`config.mk`:
```
export PLATFORM = sky130hd
export DESIGN_NAME = seq_push_queue
export DESIGN_NICKNAME = d
export VERILOG_FILES = /design/src/rtl/spq_pkg.sv /design/src/rtl/spq_seq.sv /design/src/rtl/spq_ptr.sv /design/src/rtl/spq_irq.sv /design/src/rtl/seq_push_queue.sv
export SDC_FILE = /design/constraint.sdc
export NUM_CORES = 1
export LEC_CHECK = 0
export ABC_AREA = 0
export BUFFER_PORTS_ARGS = -buffer_cell sky130_fd_sc_hd__buf_4
export CORE_ASPECT_RATIO = 1.25
export CORE_UTILIZATION = 47
export DETAILED_ROUTE_END_ITERATION = 10
export PLACE_DENSITY = 0.86
export SLEW_MARGIN = 30
export SYNTH_ARGS = -nofsm -noshare
export SYNTH_HDL_FRONTEND = slang
export SYNTH_HIERARCHICAL = 1
export SYNTH_SLANG_ARGS = --single-unit
```
`constraint.sdc`:
```
create_clock -name clk -period 2.5 [get_ports clk]
set_input_delay 0.625 -clock clk [delete_from_list [all_inputs] [get_ports clk]]
set_output_delay 0.625 -clock clk [all_outputs]
set_load 0.01 [all_outputs]
```
`src/rtl/spq_pkg.sv`:
```
package spq_pkg;
  typedef enum logic [1:0] {
    SRC_TTAG = 2'b00,
    SRC_BSW  = 2'b01,
    SRC_IMM  = 2'b10,
    SRC_MEM  = 2'b11
  } spq_src_e;

  typedef enum logic [1:0] {
    ST_IDLE  = 2'd0,
    ST_FETCH = 2'd1,
    ST_STORE = 2'd2
  } spq_state_e;
endpackage

```
`src/rtl/spq_seq.sv`:
```
module spq_seq
  import spq_pkg::*;
#(
  parameter int DW = 16,
  parameter int AW = 16
) (
  input  logic          clk,
  input  logic          rst_n,
  input  logic          push_valid,
  input  logic [1:0]    push_src,
  input  logic [DW-1:0] push_operand,
  input  logic [DW-1:0] time_tag,
  input  logic [DW-1:0] blk_status,
  input  logic [DW-1:0] mem_rdata,
  output logic          push_ready,
  output logic          fetch_cyc,
  output logic          store_fire,
  output logic [AW-1:0] fetch_addr,
  output logic [DW-1:0] store_word,
  output logic          push_done
);
  spq_state_e state_q;
  spq_src_e   src_q;
  logic [DW-1:0] word_q;
  logic          done_q;

  // Word captured at acceptance; for memory pushes it holds the read address.
  function automatic logic [DW-1:0] pick_source(spq_src_e s, logic [DW-1:0] op,
                                                logic [DW-1:0] tt, logic [DW-1:0] bsw);
    case (s)
      SRC_TTAG: pick_source = tt;
      SRC_BSW:  pick_source = bsw;
      default:  pick_source = op;
    endcase
  endfunction

  always_ff @(posedge clk) begin
    if (!rst_n) begin
      state_q <= ST_IDLE;
      src_q   <= SRC_TTAG;
      word_q  <= '0;
      done_q  <= 1'b0;
    end else begin
      done_q <= 1'b0;
      case (state_q)
        ST_IDLE: begin
          if (push_valid) begin
            src_q   <= spq_src_e'(push_src);
            word_q  <= pick_source(spq_src_e'(push_src), push_operand, time_tag, blk_status);
            state_q <= (spq_src_e'(push_src) == SRC_MEM) ? ST_FETCH : ST_STORE;
          end
        end
        ST_FETCH: state_q <= ST_STORE;
        ST_STORE: begin
          state_q <= ST_IDLE;
          done_q  <= 1'b1;
        end
        default: state_q <= ST_IDLE;
      endcase
    end
  end

  assign push_ready = (state_q == ST_IDLE);
  assign fetch_cyc  = (state_q == ST_FETCH);
  assign store_fire = (state_q == ST_STORE);
  assign fetch_addr = word_q[AW-1:0];
  assign store_word = (src_q == SRC_MEM) ? mem_rdata : word_q;
  assign push_done  = done_q;
endmodule

```
`src/rtl/spq_ptr.sv`:
```
module spq_ptr #(
  parameter int AW = 16,
  parameter int QW = 6
) (
  input  logic          clk,
  input  logic          rst_n,
  input  logic          host_wr,
  input  logic [AW-1:0] host_wdata,
  input  logic          step,
  output logic [AW-1:0] ptr_q,
  output logic          wrap_evt
);
  localparam logic [QW-1:0] SLOT_LAST = {QW{1'b1}};
  localparam logic [QW-1:0] SLOT_ONE  = {{(QW-1){1'b0}}, 1'b1};

  // Advance within the aligned block: only the low QW bits count.
  function automatic logic [AW-1:0] ptr_bump(logic [AW-1:0] p);
    logic [QW-1:0] lo;
    lo = p[QW-1:0] + SLOT_ONE;
    ptr_bump = {p[AW-1:QW], lo};
  endfunction

  function automatic logic at_last(logic [AW-1:0] p);
    at_last = (p[QW-1:0] == SLOT_LAST);
  endfunction

  assign wrap_evt = step && !host_wr && at_last(ptr_q);

  always_ff @(posedge clk) begin
    if (!rst_n)       ptr_q <= '0;
    else if (host_wr) ptr_q <= host_wdata;
    else if (step)    ptr_q <= ptr_bump(ptr_q);
  end
endmodule

```
`src/rtl/spq_irq.sv`:
```
module spq_irq (
  input  logic clk,
  input  logic rst_n,
  input  logic wrap_evt,
  input  logic int_enable,
  input  logic sts_clr,
  output logic irq_q,
  output logic sts_q
);
  always_ff @(posedge clk) begin
    if (!rst_n) begin
      irq_q <= 1'b0;
      sts_q <= 1'b0;
    end else begin
      irq_q <= wrap_evt && int_enable;
      if (wrap_evt)     sts_q <= 1'b1;
      else if (sts_clr) sts_q <= 1'b0;
    end
  end
endmodule

```
`src/rtl/seq_push_queue.sv`:
```
module seq_push_queue #(
  parameter int DW = 16,
  parameter int AW = 16,
  parameter int QW = 6
) (
  input  logic          clk,
  input  logic          rst_n,
  input  logic          push_valid,
  input  logic [1:0]    push_src,
  input  logic [DW-1:0] push_operand,
  output logic          push_ready,
  output logic          push_done,
  input  logic [DW-1:0] time_tag,
  input  logic [DW-1:0] blk_status,
  input  logic          host_ptr_wr,
  input  logic [AW-1:0] host_ptr_wdata,
  output logic [AW-1:0] host_ptr_rdata,
  input  logic          host_sts_clr,
  input  logic          int_enable,
  output logic          rollover_irq,
  output logic          rollover_sts,
  output logic          mem_req,
  output logic          mem_we,
  output logic [AW-1:0] mem_addr,
  output logic [DW-1:0] mem_wdata,
  input  logic [DW-1:0] mem_rdata
);
  logic          fetch_cyc;
  logic          store_fire;
  logic          wrap_evt;
  logic [AW-1:0] fetch_addr;
  logic [AW-1:0] ptr_q;

  spq_seq #(.DW(DW), .AW(AW)) u_seq (
    .clk(clk), .rst_n(rst_n),
    .push_valid(push_valid), .push_src(push_src), .push_operand(push_operand),
    .time_tag(time_tag), .blk_status(blk_status), .mem_rdata(mem_rdata),
    .push_ready(push_ready), .fetch_cyc(fetch_cyc), .store_fire(store_fire),
    .fetch_addr(fetch_addr), .store_word(mem_wdata), .push_done(push_done)
  );

  spq_ptr #(.AW(AW), .QW(QW)) u_ptr (
    .clk(clk), .rst_n(rst_n),
    .host_wr(host_ptr_wr), .host_wdata(host_ptr_wdata),
    .step(store_fire), .ptr_q(ptr_q), .wrap_evt(wrap_evt)
  );

  spq_irq u_irq (
    .clk(clk), .rst_n(rst_n),
    .wrap_evt(wrap_evt), .int_enable(int_enable), .sts_clr(host_sts_clr),
    .irq_q(rollover_irq), .sts_q(rollover_sts)
  );

  assign host_ptr_rdata = ptr_q;
  assign mem_req        = fetch_cyc || store_fire;
  assign mem_we         = store_fire;
  assign mem_addr       = fetch_cyc ? fetch_addr : ptr_q;
endmodule

```
==> results of run 1 <==
[area by class of cell]
cell class	instances	share of cell area
Inverter	1	0.00109
Tap cell	60	0.0218
Sequential cell	39	0.227
Multi-Input combinational cell	166	0.405
Timing Repair Buffer	145	0.316
Clock buffer	8	0.0291
[sequential cells by signal, indices dropped and copies added, names as in the netlist]
signal,flops
u_ptr/ptr_q,16
u_seq/fetch_addr,16
u_seq/src_q,2
u_seq/state_q,2
u_irq/irq_q,1
u_irq/sts_q,1
u_seq/push_done,1
[worst max-delay path, stage by stage (launching register included)]
cell and delay (ps):
dfxtp_1 430, nor2b_2 200, buf_4 240, mux2_2 370, buf_4 140
[power groups by stage]
stage	combinational [W]	sequential, W	clock (W)
after floorplan	0.000212	0.000712	0
after global placement	0.000415	0.000720	0
after detailed placement	0.000427	0.000721	0
after CTS	0.000429	0.000706	0.000477
after global routing	0.000459	0.000711	0.000499
final	0.000426	0.000706	0.000464
[routing by layer]
layer	vias up	GRT usage	wire (um)
met4	0	0.0911	133
li1	1078	-	-
met1	1034	0.263	2480
met3	11	0.0582	349
met2	84	0.484	3590
met5	-	0	0
[cells by family after synthesis]
logic type | synth area share
DFF | 0.337
buffers and inverters | 0.0621
and+or+nand+nor | 0.194
muxes | 0.226
AOI/OAI and AO/OA | 0.159
adders and majority gates | 0.00540
xor gates and xnor gates | 0.0151
[worst max path at each step]
stage	depth (start not counted)	slack, ps	end	from
floorplan	4	720	mem_addr[10]	u_seq/state_q[0]
global placement	4	440	u_seq/fetch_addr[0]	push_valid
detailed placement	4	530	mem_addr[1]	u_seq/state_q[0]
CTS	4	210	mem_addr[1]	u_seq/state_q[0]
global route	4	140	mem_addr[4]	u_seq/state_q[0]
finish	4	210	mem_addr[1]	u_seq/state_q[0]
[per-stage QoR]
step	instance area (sq um)	hold slack (ps)	std cells
final	3440	494	419
after global routing	3440	539	419
after detailed placement	3340	479	411
after floorplan	2320	453	223
after CTS	3440	498	419
after global placement	3340	487	411
[layout by cell type (no fill, tap or decap), types with 2 or more instances in the layout]
master,count
a211o_1,16
and2_1,4
nand4_1,3
a32o_1,16
mux2_2,23
nand2b_1,17
mux2_4,9
nor2_1,2
nor2b_1,29
xor2_1,2
mux2i_1,13
nand2_1,5
nor2b_2,2
and3_1,2
buf_4,145
o21ai_0,6
dfxtp_1,39
xnor2_1,2
clkbuf_8,7
nand3_1,3
a21oi_1,3
==> out/results.tsv, run 1 <==
stage	metric	value	unit
finish	area growth from synthesis to layout	48.7	%
pwr	Clock power frac	0.291	
yosys	Post-Syn Area	0.00232	sq mm
clock_network	clk_lat worst skew	290	ps
finish	area of the multi-input gates	0.00140	sq mm
worst_setup_path	Crit. End Element	output port	
global_routing	initial antenna violation count	0	
yosys	Synth area leader	dfxtp_1	
place	hpwl dp	5030	um
sta	final hold viol count	0	
worst_setup_path	critical setup path kind	register to output port	
clock_network	Num CTS Buffers	5	
yosys	Main synth FF type	dfxtp_1	
pwr	switching share of power	0.261	
die	I/O pin cnt	142	
drt	Avg WL per Cell	15.6	um
drt	vias	2207	
worst_setup_path	kind of start point of the critical path	register	
drt	first drt pass iteration count	4	
min_path	Worst Hold End	u_seq/fetch_addr[8]	
die	die width	64.8	um
die	Starting Density	0.490	
sta	slew at the pin closest to its max-slew limit	699	ps
yosys	Synth Area per Inst	10.4	sq um
global_routing	first-pass GRT wire length	9940	um
sta	slew margin rel.	0.532	
finish	nets	447	
worst_setup_path	worst path arrival time	1670	ps
worst_setup_path	Reg-to-Reg Start	u_seq/state_q[1]	
die	CORE AREA	0.00473	sq mm
sta	final setup fails	0	
sta	fin. max-slew vios	0	
clock_network	clock root cell	clkbuf_8	
min_path	Hold Crit Class	register to register	
yosys	count leader, synth	dfxtp_1	
worst_setup_path	critical path required time	1880	ps
clock_network	# Post-CTS Setup Buffers	0	
yosys	Yosys reg bits	39	
place	number of port buffers	141	
drt	Avg Vias per Cell	5.27	
drt	Remaining DRCs	0	
die	Die Ht	80.5	um
yosys	Post-synth EDFFs	0	
yosys	Post-Synthesis Cells	223	
clock_network	H-tree levels	2	
finish	# diodes	0	
yosys	Synth top cells by count	dfxtp_1, nor2b_1, mux2_2, nand2b_1	
global_routing	vias in the first global route	2179	
sta	setup ws final	207	ps
yosys	asr flop ratio synth	0	
yosys	Post-Syn Nets	312	
sta	RSZ-0062 raised after global routing	false	
finish	Core Util, Final	0.728	
pwr	Logic pwr share	0.267	
min_path	Hold Crit Start	u_seq/fetch_addr[8]	
die	die area	0.00521	sq mm
worst_setup_path	R2R Path End	u_seq/fetch_addr[3]	
yosys	Distinct cells, synth	33	
clock_network	Worst-path clk slew	70	ps
pwr	sw power	0.000417	W
pwr	Pwr Total	0.00160	W
clock_network	hold_buf cts	0	
yosys	synth top area cells	dfxtp_1, mux2_2, nor2b_1	
sta	Max Fclk	436	MHz
global_routing	pin count of the biggest net entering global routing	36	
pwr	P_leak	1.65	nW
sta	Worst Skew	4.27	ps
sta	Tcrit/Tclk final	0.917	
finish	fill count	396	
global_routing	global-route usage over all layers	0.254	
clock_network	cts repair resizes	0	
job	max-cap violations	0	
clock_network	Clock Sinks	39	
finish	total area of sequential cells	781	sq um
pwr	peak supply drop	0.298	mV
drt	initial drt markers	65	
yosys	sequential share of the synthesized area	0.337	
drt	Routed WL	6560	um
global_routing	gr ovfl total	0	
die	site row count	28	
finish	share of cells above drive strength 1	0.524	
worst_setup_path	worst r2r path cells	3	
pwr	P per Cell Area	463	mW/mm^2
pwr	sequential share of power	0.442	
sta	setup TNS	0	ps
worst_setup_path	FF-to-FF setup slack	900	ps
pwr	internal power	0.00118	W
worst_setup_path	Max FO, Critical Path	12	
drt	antenna-violating nets left	0	
yosys	YS warnings	6	
place	gpl congestion	0.759	
place	pre-CTS setup slack	534	ps
clock_network	CTS tree	built	
clock_network	Max Buffers Root-to-Sink	2	
sta	post-route minimum period	2290	ps
status	run status	finished clean	
yosys	share of the synthesized area in the top cell type	0.337	
min_path	Worst Hold Path Cells	1	
Note: power is estimated with default switching activity, not from simulation.
==> inputs of run 2 (changes only) <==
Settings changed: ABC_AREA 0 to 1, CORE_UTILIZATION 47 to 48, PLACE_DENSITY 0.86 to 0.87.
==> run 2 against run 1 <==
Clock skew grew 1.1 ps. Clock power is 19% lower. Die area is 3.1% higher. Worst setup slack worse by 35 ps. Power decreased by 1.4%. Sequential share of layout area decreased by 0.42 points. Synthesized cell count grew 82%. Sequential cell count unchanged. Synthesized area is 5.3% higher. Via count grew 33%. Final area rose by 1.9%. Critical path type unchanged. Largest power group unchanged.
==> out/results.tsv, run 2 <==
stage	metric	value	unit
die	Starting Density	0.508	
pwr	Logic pwr share	0.311	
pwr	Pwr Total	0.00157	W
drt	vias	2936	
die	CORE AREA	0.00480	sq mm
yosys	count leader, synth	nand2_1	
sta	fin. max-slew vios	0	
drt	Routed WL	7090	um
die	die width	65.8	um
worst_setup_path	critical path required time	1880	ps
drt	Avg WL per Cell	11.9	um
worst_setup_path	CP max stage delay	510	ps
sta	setup TNS	0	ps
yosys	Post-Synthesis Cells	406	
pwr	internal power	0.00110	W
clock_network	clk_lat worst skew	290	ps
die	I/O pin cnt	142	
clock_network	Max Buffers Root-to-Sink	2	
clock_network	CTS tree	built	
place	gpl congestion	0.855	
sta	post-route minimum period	2330	ps
drt	Avg Vias per Cell	4.93	
min_path	Hold Crit Class	register to register	
place	number of port buffers	141	
sta	Worst Skew	5.39	ps
yosys	synth top area cells	dfxtp_1, nand2_1, nor2_1	
finish	# diodes	0	
yosys	Post-Syn Nets	495	
yosys	Main synth FF type	dfxtp_1	
yosys	sequential share of the synthesized area	0.320	
finish	most frequent cells in the layout	nand2_1, buf_4, nor2_1, dfxtp_1, inv_1	
place	hpwl dp	5600	um
clock_network	# Post-CTS Setup Buffers	0	
finish	area of the multi-input gates	0.00137	sq mm
worst_setup_path	FF-to-FF setup slack	1140	ps
yosys	YS warnings	6	
clock_network	hold_buf cts	0	
drt	first drt pass iteration count	5	
worst_setup_path	slowest CP cell	dfxtp_1	
finish	commonest non-fill, non-tap cell in the layout	nand2_1	
worst_setup_path	critical path, cell by cell	inv_1 -> nor2_1 -> buf_4 -> inv_6 -> nand2_1 -> nand2_1 -> buf_4	
drt	initial drt markers	181	
yosys	Synth area leader	dfxtp_1	
yosys	Yosys reg bits	39	
sta	final hold viol count	0	
drt	Remaining DRCs	0	
clock_network	Num CTS Buffers	5	
global_routing	initial antenna violation count	0	
clock_network	H-tree levels	2	
sta	slew margin rel.	0.736	
worst_setup_path	critical setup path kind	register to output port	
worst_setup_path	Max FO, Critical Path	16	
drt	antenna-violating nets left	0	
yosys	Post-synth EDFFs	0	
clock_network	Worst-path clk slew	60	ps
finish	Core Util, Final	0.731	
global_routing	vias in the first global route	2706	
yosys	Distinct cells, synth	31	
pwr	P per Cell Area	448	mW/mm^2
global_routing	pin count of the biggest net entering global routing	36	
pwr	P_leak	1.94	nW
global_routing	global-route usage over all layers	0.274	
pwr	sw power	0.000471	W
finish	fin area	0.00351	sq mm
finish	nets	626	
die	site row count	28	
pwr	peak supply drop	0.205	mV
pwr	switching share of power	0.299	
yosys	share of the synthesized area in the top cell type	0.320	
finish	final non-filler cell total	596	
pwr	sequential share of power	0.448	
yosys	asr flop ratio synth	0	
place	Post-DP Area	0.00344	sq mm
global_routing	first-pass GRT wire length	11300	um
clock_network	clock root cell	clkbuf_8	
job	max-cap violations	0	
worst_setup_path	Crit. End Element	output port	
place	placed insts	590	
status	run status	finished clean	
worst_setup_path	kind of start point of the critical path	register	
finish	area growth from synthesis to layout	43.8	%
sta	Max Fclk	430	MHz
die	Die Ht	81.7	um
global_routing	gr ovfl total	0	
sta	Tcrit/Tclk final	0.931	
finish	total area of sequential cells	781	sq um
clock_network	cts repair resizes	0	
sta	final setup fails	0	
yosys	Synth top cells by count	nand2_1, nor2_1, dfxtp_1, inv_1, nand3_1	
clock_network	Clock Sinks	39	
die	die area	0.00537	sq mm
sta	slew at the pin closest to its max-slew limit	395	ps
yosys	Post-Syn Area	0.00244	sq mm
pwr	Clock power frac	0.240	
sta	RSZ-0062 raised after global routing	false	
finish	fill count	420	
worst_setup_path	worst path arrival time	1700	ps
finish	share of cells above drive strength 1	0.319	
yosys	Synth Area per Inst	6.01	sq um
==> run 2: worst max-delay path: cells and delay by family, from the launching register on <==
kind | cells | cell delay, ps
buf+inv | 4 | 580
flops | 1 | 510
simple gates | 3 | 330
==> run 2: worst paths after layout <==
kind | from | end | depth (start not counted)
hold reg to reg | u_irq/sts_q | u_irq/sts_q | 2
hold / removal | u_irq/sts_q | u_irq/sts_q | 2
setup reg to reg | u_seq/state_q[1] | u_irq/irq_q | 9
setup / recovery | u_seq/state_q[0] | mem_addr[10] | 7
==> run 2: metrics by stage <==
| stage | worst slack (ps) | hold WS, ps |
|---|---|---|
| after global routing | 72.5 | 518 |
| final | 172 | 474 |
| after global placement | 563 | 455 |
| after CTS | 159 | 477 |
| after floorplan | 800 | 454 |
| after detailed placement | 481 | 469 |
==> run 2: power groups by stage <==
| stage | Sequential, W | Combinational (W) | Clock, W |
|---|---|---|---|
| after CTS | 0.000705 | 0.000490 | 0.000389 |
| final | 0.000705 | 0.000490 | 0.000378 |
| after floorplan | 0.000718 | 0.000246 | 0 |
| after global placement | 0.000718 | 0.000477 | 0 |
| after detailed placement | 0.000719 | 0.000488 | 0 |
| after global routing | 0.000711 | 0.000543 | 0.000419 |
==> run 2: per-layer routing <==
metal	GRT usage	vias up	share of wire
li1	-	1504	-
met1	0.302	1300	0.40
met2	0.506	120	0.51
met3	0.0542	12	0.067
met4	0.109	0	0.019
met5	0	-	0
==> run 2: final cells by class <==
| cell class | count | area share |
|---|---|---|
| multi-input cells | 315 | 0.391 |
| repair buffers | 144 | 0.308 |
| flip-flops and latches | 39 | 0.222 |
| inverters | 32 | 0.0364 |
| well taps | 60 | 0.0214 |
| clock buffers | 6 | 0.0207 |
==> run 2: kinds of logic after synthesis <==
group,share of synthesized area
XOR/XNOR,0.00359
buffers and inverters,0.117
flip-flops,0.320
AO/OA/AOI/OAI,0.0913
AND/OR/NAND/NOR,0.463
adder cells (fa/ha/maj),0.00513
